===== config.mk =====
export PLATFORM = sky130hd
export DESIGN_NAME = bus_enum_engine
export DESIGN_NICKNAME = d
export VERILOG_FILES = /design/src/rtl/bus_enum_pkg.sv /design/src/rtl/bus_enum_stack.sv /design/src/rtl/bus_enum_slot_walk.sv /design/src/rtl/bus_enum_engine.sv
export SDC_FILE = /design/constraint.sdc
export NUM_CORES = 1
export LEC_CHECK = 0
export ABC_AREA = 1
export ABC_CLOCK_PERIOD_IN_PS = 2600
export BUFFER_PORTS_ARGS = -buffer_cell sky130_fd_sc_hd__clkbuf_2
export CELL_PAD_IN_SITES_DETAIL_PLACEMENT = 0
export CELL_PAD_IN_SITES_GLOBAL_PLACEMENT = 1
export CORE_ASPECT_RATIO = 1.25
export CORE_MARGIN = 2
export CORE_UTILIZATION = 39
export DETAILED_ROUTE_END_ITERATION = 12
export PLACE_DENSITY = 0.82
export SYNTH_ARGS = -nofsm -noshare
export SYNTH_HDL_FRONTEND = slang
export SYNTH_SLANG_ARGS = --single-unit
export TNS_END_PERCENT = 50

===== constraint.sdc =====
create_clock -name clk -period 2.6 [get_ports clk]
set_input_delay 0.39 -clock clk [delete_from_list [all_inputs] [get_ports clk]]
set_output_delay 0.39 -clock clk [all_outputs]
set_load 0.005 [all_outputs]

===== src/rtl/bus_enum_pkg.sv =====
package bus_enum_pkg;

  localparam int DEV_W = 5;
  localparam int FN_W  = 3;
  localparam int OFF_W = 8;
  localparam int DAT_W = 16;
  localparam int STS_W = 3;

  localparam logic [STS_W-1:0] CPL_OK    = 3'b000;
  localparam logic [STS_W-1:0] CPL_RETRY = 3'b010;

  localparam logic [OFF_W-1:0] OFF_VENDOR = 8'h00;
  localparam logic [OFF_W-1:0] OFF_HTYPE  = 8'h0E;
  localparam logic [OFF_W-1:0] OFF_PRIM   = 8'h18;
  localparam logic [OFF_W-1:0] OFF_SECB   = 8'h19;
  localparam logic [OFF_W-1:0] OFF_SUBB   = 8'h1A;

  localparam logic [DAT_W-1:0] VENDOR_NONE = 16'hFFFF;
  localparam logic [6:0]       HTYPE_BRIDGE = 7'h01;

  typedef enum logic [3:0] {
    ST_IDLE,
    ST_VID,
    ST_HDR,
    ST_PRI,
    ST_SEC,
    ST_SUB_OPEN,
    ST_SUB_CLOSE,
    ST_ADV,
    ST_DONE
  } scan_st_e;

endpackage


===== src/rtl/bus_enum_stack.sv =====
module bus_enum_stack #(
  parameter int DEPTH = 4,
  parameter int W     = 17
) (
  input  logic         clk,
  input  logic         rst_n,
  input  logic         clear,
  input  logic         push,
  input  logic         pop,
  input  logic [W-1:0] din,
  output logic [W-1:0] top,
  output logic         empty,
  output logic         full
);
  localparam int PTR_W = $clog2(DEPTH + 1);
  localparam int IDX_W = (DEPTH > 1) ? $clog2(DEPTH) : 1;

  logic [PTR_W-1:0] sp_q, sp_d;
  logic [W-1:0]     mem [DEPTH];
  logic [IDX_W-1:0] top_idx;

  genvar g;
  generate
    for (g = 0; g < DEPTH; g++) begin : g_slot
      always_ff @(posedge clk) begin
        if (push && (sp_q == PTR_W'(g))) begin
          mem[g] <= din;
        end
      end
    end
  endgenerate

  always_comb begin
    sp_d = sp_q;
    if (clear) begin
      sp_d = '0;
    end else if (push && !full) begin
      sp_d = sp_q + 1'b1;
    end else if (pop && !empty) begin
      sp_d = sp_q - 1'b1;
    end
  end

  always_ff @(posedge clk or negedge rst_n) begin
    if (!rst_n) begin
      sp_q <= '0;
    end else begin
      sp_q <= sp_d;
    end
  end

  assign empty   = (sp_q == '0);
  assign full    = (sp_q == PTR_W'(DEPTH));
  assign top_idx = empty ? '0 : IDX_W'(sp_q - 1'b1);
  assign top     = mem[top_idx];

endmodule


===== src/rtl/bus_enum_slot_walk.sv =====
module bus_enum_slot_walk
  import bus_enum_pkg::*;
(
  input  logic [DEV_W-1:0] dev,
  input  logic [FN_W-1:0]  fn,
  input  logic             skip_rest,
  output logic [DEV_W-1:0] nxt_dev,
  output logic [FN_W-1:0]  nxt_fn,
  output logic             bus_end
);
  logic dev_done;

  always_comb begin
    dev_done = skip_rest || (fn == '1);
    bus_end  = dev_done && (dev == '1);
    if (dev_done) begin
      nxt_dev = dev + 1'b1;
      nxt_fn  = '0;
    end else begin
      nxt_dev = dev;
      nxt_fn  = fn + 1'b1;
    end
  end

endmodule


===== src/rtl/bus_enum_engine.sv =====
module bus_enum_engine
  import bus_enum_pkg::*;
#(
  parameter int STACK_DEPTH = 4,
  parameter int BUS_W       = 8,
  parameter int CNT_W       = 16
) (
  input  logic             clk,
  input  logic             rst_n,
  input  logic             start,
  output logic             req_valid,
  output logic             req_write,
  output logic [BUS_W-1:0] req_bus,
  output logic [DEV_W-1:0] req_dev,
  output logic [FN_W-1:0]  req_fn,
  output logic [OFF_W-1:0] req_off,
  output logic [BUS_W-1:0] req_wdata,
  input  logic             rsp_valid,
  input  logic [STS_W-1:0] rsp_status,
  input  logic [DAT_W-1:0] rsp_data,
  output logic             done,
  output logic             err_overflow,
  output logic [CNT_W-1:0] func_count,
  output logic [BUS_W-1:0] max_bus
);
  typedef struct packed {
    logic [BUS_W-1:0] bus;
    logic [DEV_W-1:0] dev;
    logic [FN_W-1:0]  fn;
    logic             mf;
  } ctx_t;
  localparam int CTX_W = $bits(ctx_t);

  scan_st_e         st_q, st_d;
  ctx_t             ctx_q, ctx_d;
  logic             pend_q, pend_d;
  logic             absent_q, absent_d;
  logic [BUS_W-1:0] max_q, max_d;
  logic [CNT_W-1:0] cnt_q, cnt_d;
  logic             err_q, err_d;
  logic             done_q, done_d;

  logic             stk_clear, stk_push, stk_pop, stk_empty, stk_full;
  logic [CTX_W-1:0] stk_top;
  ctx_t             popped;

  logic             skip_rest, bus_end;
  logic [DEV_W-1:0] nxt_dev;
  logic [FN_W-1:0]  nxt_fn;

  logic             issuing, rsp_ok, rsp_retry, vid_present, is_bridge;

  bus_enum_stack #(
    .DEPTH (STACK_DEPTH),
    .W     (CTX_W)
  ) stack_i (
    .clk   (clk),
    .rst_n (rst_n),
    .clear (stk_clear),
    .push  (stk_push),
    .pop   (stk_pop),
    .din   (ctx_q),
    .top   (stk_top),
    .empty (stk_empty),
    .full  (stk_full)
  );

  assign popped    = ctx_t'(stk_top);
  assign skip_rest = (ctx_q.fn == '0) && (absent_q || !ctx_q.mf);

  bus_enum_slot_walk walk_i (
    .dev       (ctx_q.dev),
    .fn        (ctx_q.fn),
    .skip_rest (skip_rest),
    .nxt_dev   (nxt_dev),
    .nxt_fn    (nxt_fn),
    .bus_end   (bus_end)
  );

  // Request port
  always_comb begin
    issuing = (st_q == ST_VID) || (st_q == ST_HDR) || (st_q == ST_PRI) ||
              (st_q == ST_SEC) || (st_q == ST_SUB_OPEN) || (st_q == ST_SUB_CLOSE);
    req_valid = issuing && !pend_q;
    req_write = (st_q != ST_VID) && (st_q != ST_HDR);
    req_bus   = ctx_q.bus;
    req_dev   = ctx_q.dev;
    req_fn    = ctx_q.fn;
    case (st_q)
      ST_HDR:       begin req_off = OFF_HTYPE;  req_wdata = '0;        end
      ST_PRI:       begin req_off = OFF_PRIM;   req_wdata = ctx_q.bus; end
      ST_SEC:       begin req_off = OFF_SECB;   req_wdata = max_q;     end
      ST_SUB_OPEN:  begin req_off = OFF_SUBB;   req_wdata = '1;        end
      ST_SUB_CLOSE: begin req_off = OFF_SUBB;   req_wdata = max_q;     end
      default:      begin req_off = OFF_VENDOR; req_wdata = '0;        end
    endcase
  end

  assign rsp_ok      = rsp_valid && pend_q && (rsp_status != CPL_RETRY);
  assign rsp_retry   = rsp_valid && pend_q && (rsp_status == CPL_RETRY);
  assign vid_present = (rsp_status == CPL_OK) && (rsp_data != VENDOR_NONE);
  assign is_bridge   = (rsp_data[6:0] == HTYPE_BRIDGE);

  // Next state
  always_comb begin
    st_d      = st_q;
    ctx_d     = ctx_q;
    absent_d  = absent_q;
    max_d     = max_q;
    cnt_d     = cnt_q;
    err_d     = err_q;
    done_d    = done_q;
    stk_clear = 1'b0;
    stk_push  = 1'b0;
    stk_pop   = 1'b0;

    pend_d = pend_q;
    if (req_valid) begin
      pend_d = 1'b1;
    end else if (rsp_ok || rsp_retry) begin
      pend_d = 1'b0;
    end

    case (st_q)
      ST_IDLE, ST_DONE: begin
        if (start) begin
          st_d      = ST_VID;
          ctx_d     = '0;
          absent_d  = 1'b0;
          max_d     = '0;
          cnt_d     = '0;
          err_d     = 1'b0;
          done_d    = 1'b0;
          stk_clear = 1'b1;
        end
      end
      ST_VID: begin
        if (rsp_ok) begin
          if (vid_present) begin
            cnt_d = cnt_q + 1'b1;
            st_d  = ST_HDR;
          end else begin
            absent_d = 1'b1;
            st_d     = ST_ADV;
          end
        end
      end
      ST_HDR: begin
        if (rsp_ok) begin
          if (ctx_q.fn == '0) begin
            ctx_d.mf = rsp_data[7];
          end
          if (is_bridge) begin
            max_d = max_q + 1'b1;
            st_d  = ST_PRI;
          end else begin
            st_d = ST_ADV;
          end
        end
      end
      ST_PRI: begin
        if (rsp_ok) st_d = ST_SEC;
      end
      ST_SEC: begin
        if (rsp_ok) st_d = ST_SUB_OPEN;
      end
      ST_SUB_OPEN: begin
        if (rsp_ok) begin
          if (stk_full) begin
            err_d = 1'b1;
            st_d  = ST_SUB_CLOSE;
          end else begin
            stk_push  = 1'b1;
            ctx_d.bus = max_q;
            ctx_d.dev = '0;
            ctx_d.fn  = '0;
            ctx_d.mf  = 1'b0;
            absent_d  = 1'b0;
            st_d      = ST_VID;
          end
        end
      end
      ST_SUB_CLOSE: begin
        if (rsp_ok) st_d = ST_ADV;
      end
      ST_ADV: begin
        absent_d = 1'b0;
        if (bus_end) begin
          if (stk_empty) begin
            done_d = 1'b1;
            st_d   = ST_DONE;
          end else begin
            stk_pop = 1'b1;
            ctx_d   = popped;
            st_d    = ST_SUB_CLOSE;
          end
        end else begin
          ctx_d.dev = nxt_dev;
          ctx_d.fn  = nxt_fn;
          st_d      = ST_VID;
        end
      end
      default: st_d = ST_IDLE;
    endcase
  end

  // Registers
  always_ff @(posedge clk or negedge rst_n) begin
    if (!rst_n) begin
      st_q     <= ST_IDLE;
      ctx_q    <= '0;
      pend_q   <= 1'b0;
      absent_q <= 1'b0;
      max_q    <= '0;
      cnt_q    <= '0;
      err_q    <= 1'b0;
      done_q   <= 1'b0;
    end else begin
      st_q     <= st_d;
      ctx_q    <= ctx_d;
      pend_q   <= pend_d;
      absent_q <= absent_d;
      max_q    <= max_d;
      cnt_q    <= cnt_d;
      err_q    <= err_d;
      done_q   <= done_d;
    end
  end

  assign done         = done_q;
  assign err_overflow = err_q;
  assign func_count   = cnt_q;
  assign max_bus      = max_q;

endmodule


==> metrics <==
outcome=completed; TritonCTS buffer count=17; Area growth syn-to-layout=16.9%; cell area after layout=between 0.007 and 0.008 mm²; Async S/R FF share, synth=0.433; Final Total Pwr=0.00777 W; Avg Vias per Cell=4.79; die height=between 100 and 150 µm; switching power=approximately 0.0032 W; Seq. cell area=between 0.003 and 0.004 mm²; startpoint types=flip-flop; placed inst area=roughly 0.0069 mm²; Post-route DRC=0; Max Clk Rate=416 MHz; Total Neg Setup Slack=0 ns; Hold WC Path Type=in -> async; Wirelength per Cell=14.8 µm; Detailed Route Iter0 Violations=285; pin count of the biggest net entering global routing=53; met1 usage=0.233; post-CTS resize count=0; layout cells sized above 1=0.192; drt total wl=about 16000 µm; Critical Path End Type=output pin; Clk network pwr share=0.279; diodes inserted=0; CTS tree=yes; Final Hold Vio Count=0; share of the synthesized area in the top cell type=0.321; Syn Inst Count=752; multi-input logic area=0.00257 mm²; pwr dens=1040 mW/mm²; clk_skew=~0.0078 ns; fin crit period=2.40 ns; FF-to-FF path depth=10; Crit Path Class=reg -> out; Non-Filler Instances=1056; row cnt=52; initial antenna violation count=0; H-Tree Depth=4; post-route ant nets=0; crit-path max FO=11; Avg Inst Size Synth=8.47 µm²; Setup Viol. Count Final=0; num ports=83; count leader, synth=nand2_1; gr usage total=0.187; R2R Setup Slk=0.29 ns; total grt overflow=0; hold_buf cts=0; fill count=1631; Slew headroom=0.520; synth unique cells=37; Die Wd=118 µm; Seq/Total Area, Yosys=0.525; Die ar.=0.0174 mm²; number of synthesized flops with an enable pin=68; first-pass GRT wire length=~26000 µm; Seq cells post-synth=120; sequential power share=0.334; RePlAce Congestion=0.872; fin nets=864; Sw Share=0.416; post-synthesis cell area=0.00637 mm²; Reg clk slew, reported paths=0.06 ns; fin. max-slew vios=0; clk_lat worst skew=0.41 ns; HPWL Detailed=11300 µm; root cell of the clock tree=clkbuf_16; power share of the combinational group=0.388; Setup Fix Bufs, Post-CTS=0; placed cell count=1025; via count=around 5000; maxcap violations=0; top cells by area, synth=edfxtp_1, dfrtp_1, nand2_1; required time worst endpoint=2.21 ns; global-route track usage on met3=0.0369; Initial Util=0.396; vias in the first global route=5123; Synth area leader=edfxtp_1; port bufs=79; GRT busiest layer=met2; period utilisation layout=0.924; Peak VDD IR=0.549 mV; Core Area=0.0161 mm²; RSZ-0062 raised after global routing=no; Least-Margin Pin Slew=0.720 ns; Clock Tree Buf Depth=2; GR Util met2=0.327; leakage=roughly 3.5 nW; Clock Sinks=120; Synth warnings=0; Crit path arrival time=2.01 ns; Post-synth top flop=edfxtp_1; drt first pass iters=4; synth cell count leaders=nand2_1, nand3_1, edfxtp_1; Int Pwr=0.00453 W
[power groups by stage]
stage / combinational, W / clock (W) / sequential [W]
floorplan: 0.00224 / 0 / 0.00250
global placement: 0.00300 / 0 / 0.00262
detailed placement: 0.00302 / 0 / 0.00263
CTS: 0.00304 / 0.00221 / 0.00259
global route: 0.00344 / 0.00229 / 0.00262
finish: 0.00301 / 0.00216 / 0.00259
[through the flow]
stage / util / hold slack (ns) / worst slack (ns)
after CTS: 0.463 / 0.133 / 0.179
after global placement: 0.429 / 0.490 / 0.351
after floorplan: - / 0.0944 / 0.0608
after detailed placement: 0.429 / 0.489 / 0.349
final: 0.463 / 0.106 / 0.197
after global routing: 0.463 / 0.160 / 0.0198
[registers in the layout, indices dropped and copies added, names as in the netlist]
| signal | count |
|---|---|
| func_count | 16 |
| req_bus | 8 |
| max_bus | 8 |
| pend_q | 1 |
| absent_q | 1 |
| stack_i.sp_q | 3 |
| err_overflow | 1 |
| req_dev | 5 |
| stack_i.mem | 68 |
| req_fn | 3 |
| ctx_q | 1 |
| done | 1 |
| st_q | 4 |
[layout by cell type (no fill, tap or decap), drive strengths merged, types with 35 or more instances in the layout]
master / n
clkbuf: 96
nand2: 285
nor2: 71
dfrtp: 52
inv: 61
o21ai: 35
nand3: 72
edfxtp: 68
[area by class of cell]
| class | instances | area share |
|---|---|---|
| clock buffers | 17 | 0.0571 |
| clock inverters | 14 | 0.0168 |
| inverters | 58 | 0.0292 |
| multi-input cells | 539 | 0.345 |
| flip-flops and latches | 120 | 0.449 |
| well taps | 216 | 0.0363 |
| repair buffers | 92 | 0.0662 |
[routing by layer]
| metal | up-vias | wire, µm |
|---|---|---|
| met3 | 12 | 544 |
| li1 | 2599 | - |
| met5 | - | 0 |
| met1 | 2340 | 6940 |
| met2 | 108 | 7960 |
| met4 | 0 | 161 |
[worst max-delay path, stage by stage, from the launching register on]
cell,delay (ns)
dfrtp_1,0.41
nor2_1,0.20
buf_4,0.22
nand3_2,0.23
nand2_1,0.16
inv_1,0.06
a31oi_1,0.18
clkbuf_2,0.15
[worst paths after layout]
path / start / end
max in group asynchronous: rst_n / req_fn[0]$_DFFE_PN0P_
min in group clk: rsp_valid / pend_q$_DFFE_PN0P_
worst max-delay path: st_q[2]$_DFFE_PN0P_ / req_valid
worst max register to register: stack_i.sp_q[0]$_DFFE_PN0P_ / req_dev[3]$_DFFE_PN0P_
worst min-delay path: rst_n / max_bus[4]$_DFFE_PN0P_
worst min register to register: pend_q$_DFFE_PN0P_ / pend_q$_DFFE_PN0P_
[logic make-up after synthesis]
group,after synthesis,share of synthesized area
buffers and inverters,95,0.0727
XOR/XNOR,18,0.0247
AO/OA/AOI/OAI,62,0.0544
other,1,0.000589
flip-flops,120,0.525
adder cells (fa/ha/maj),13,0.0255
AND/OR/NAND/NOR,443,0.297
Power figures use the tool's default switching activity.
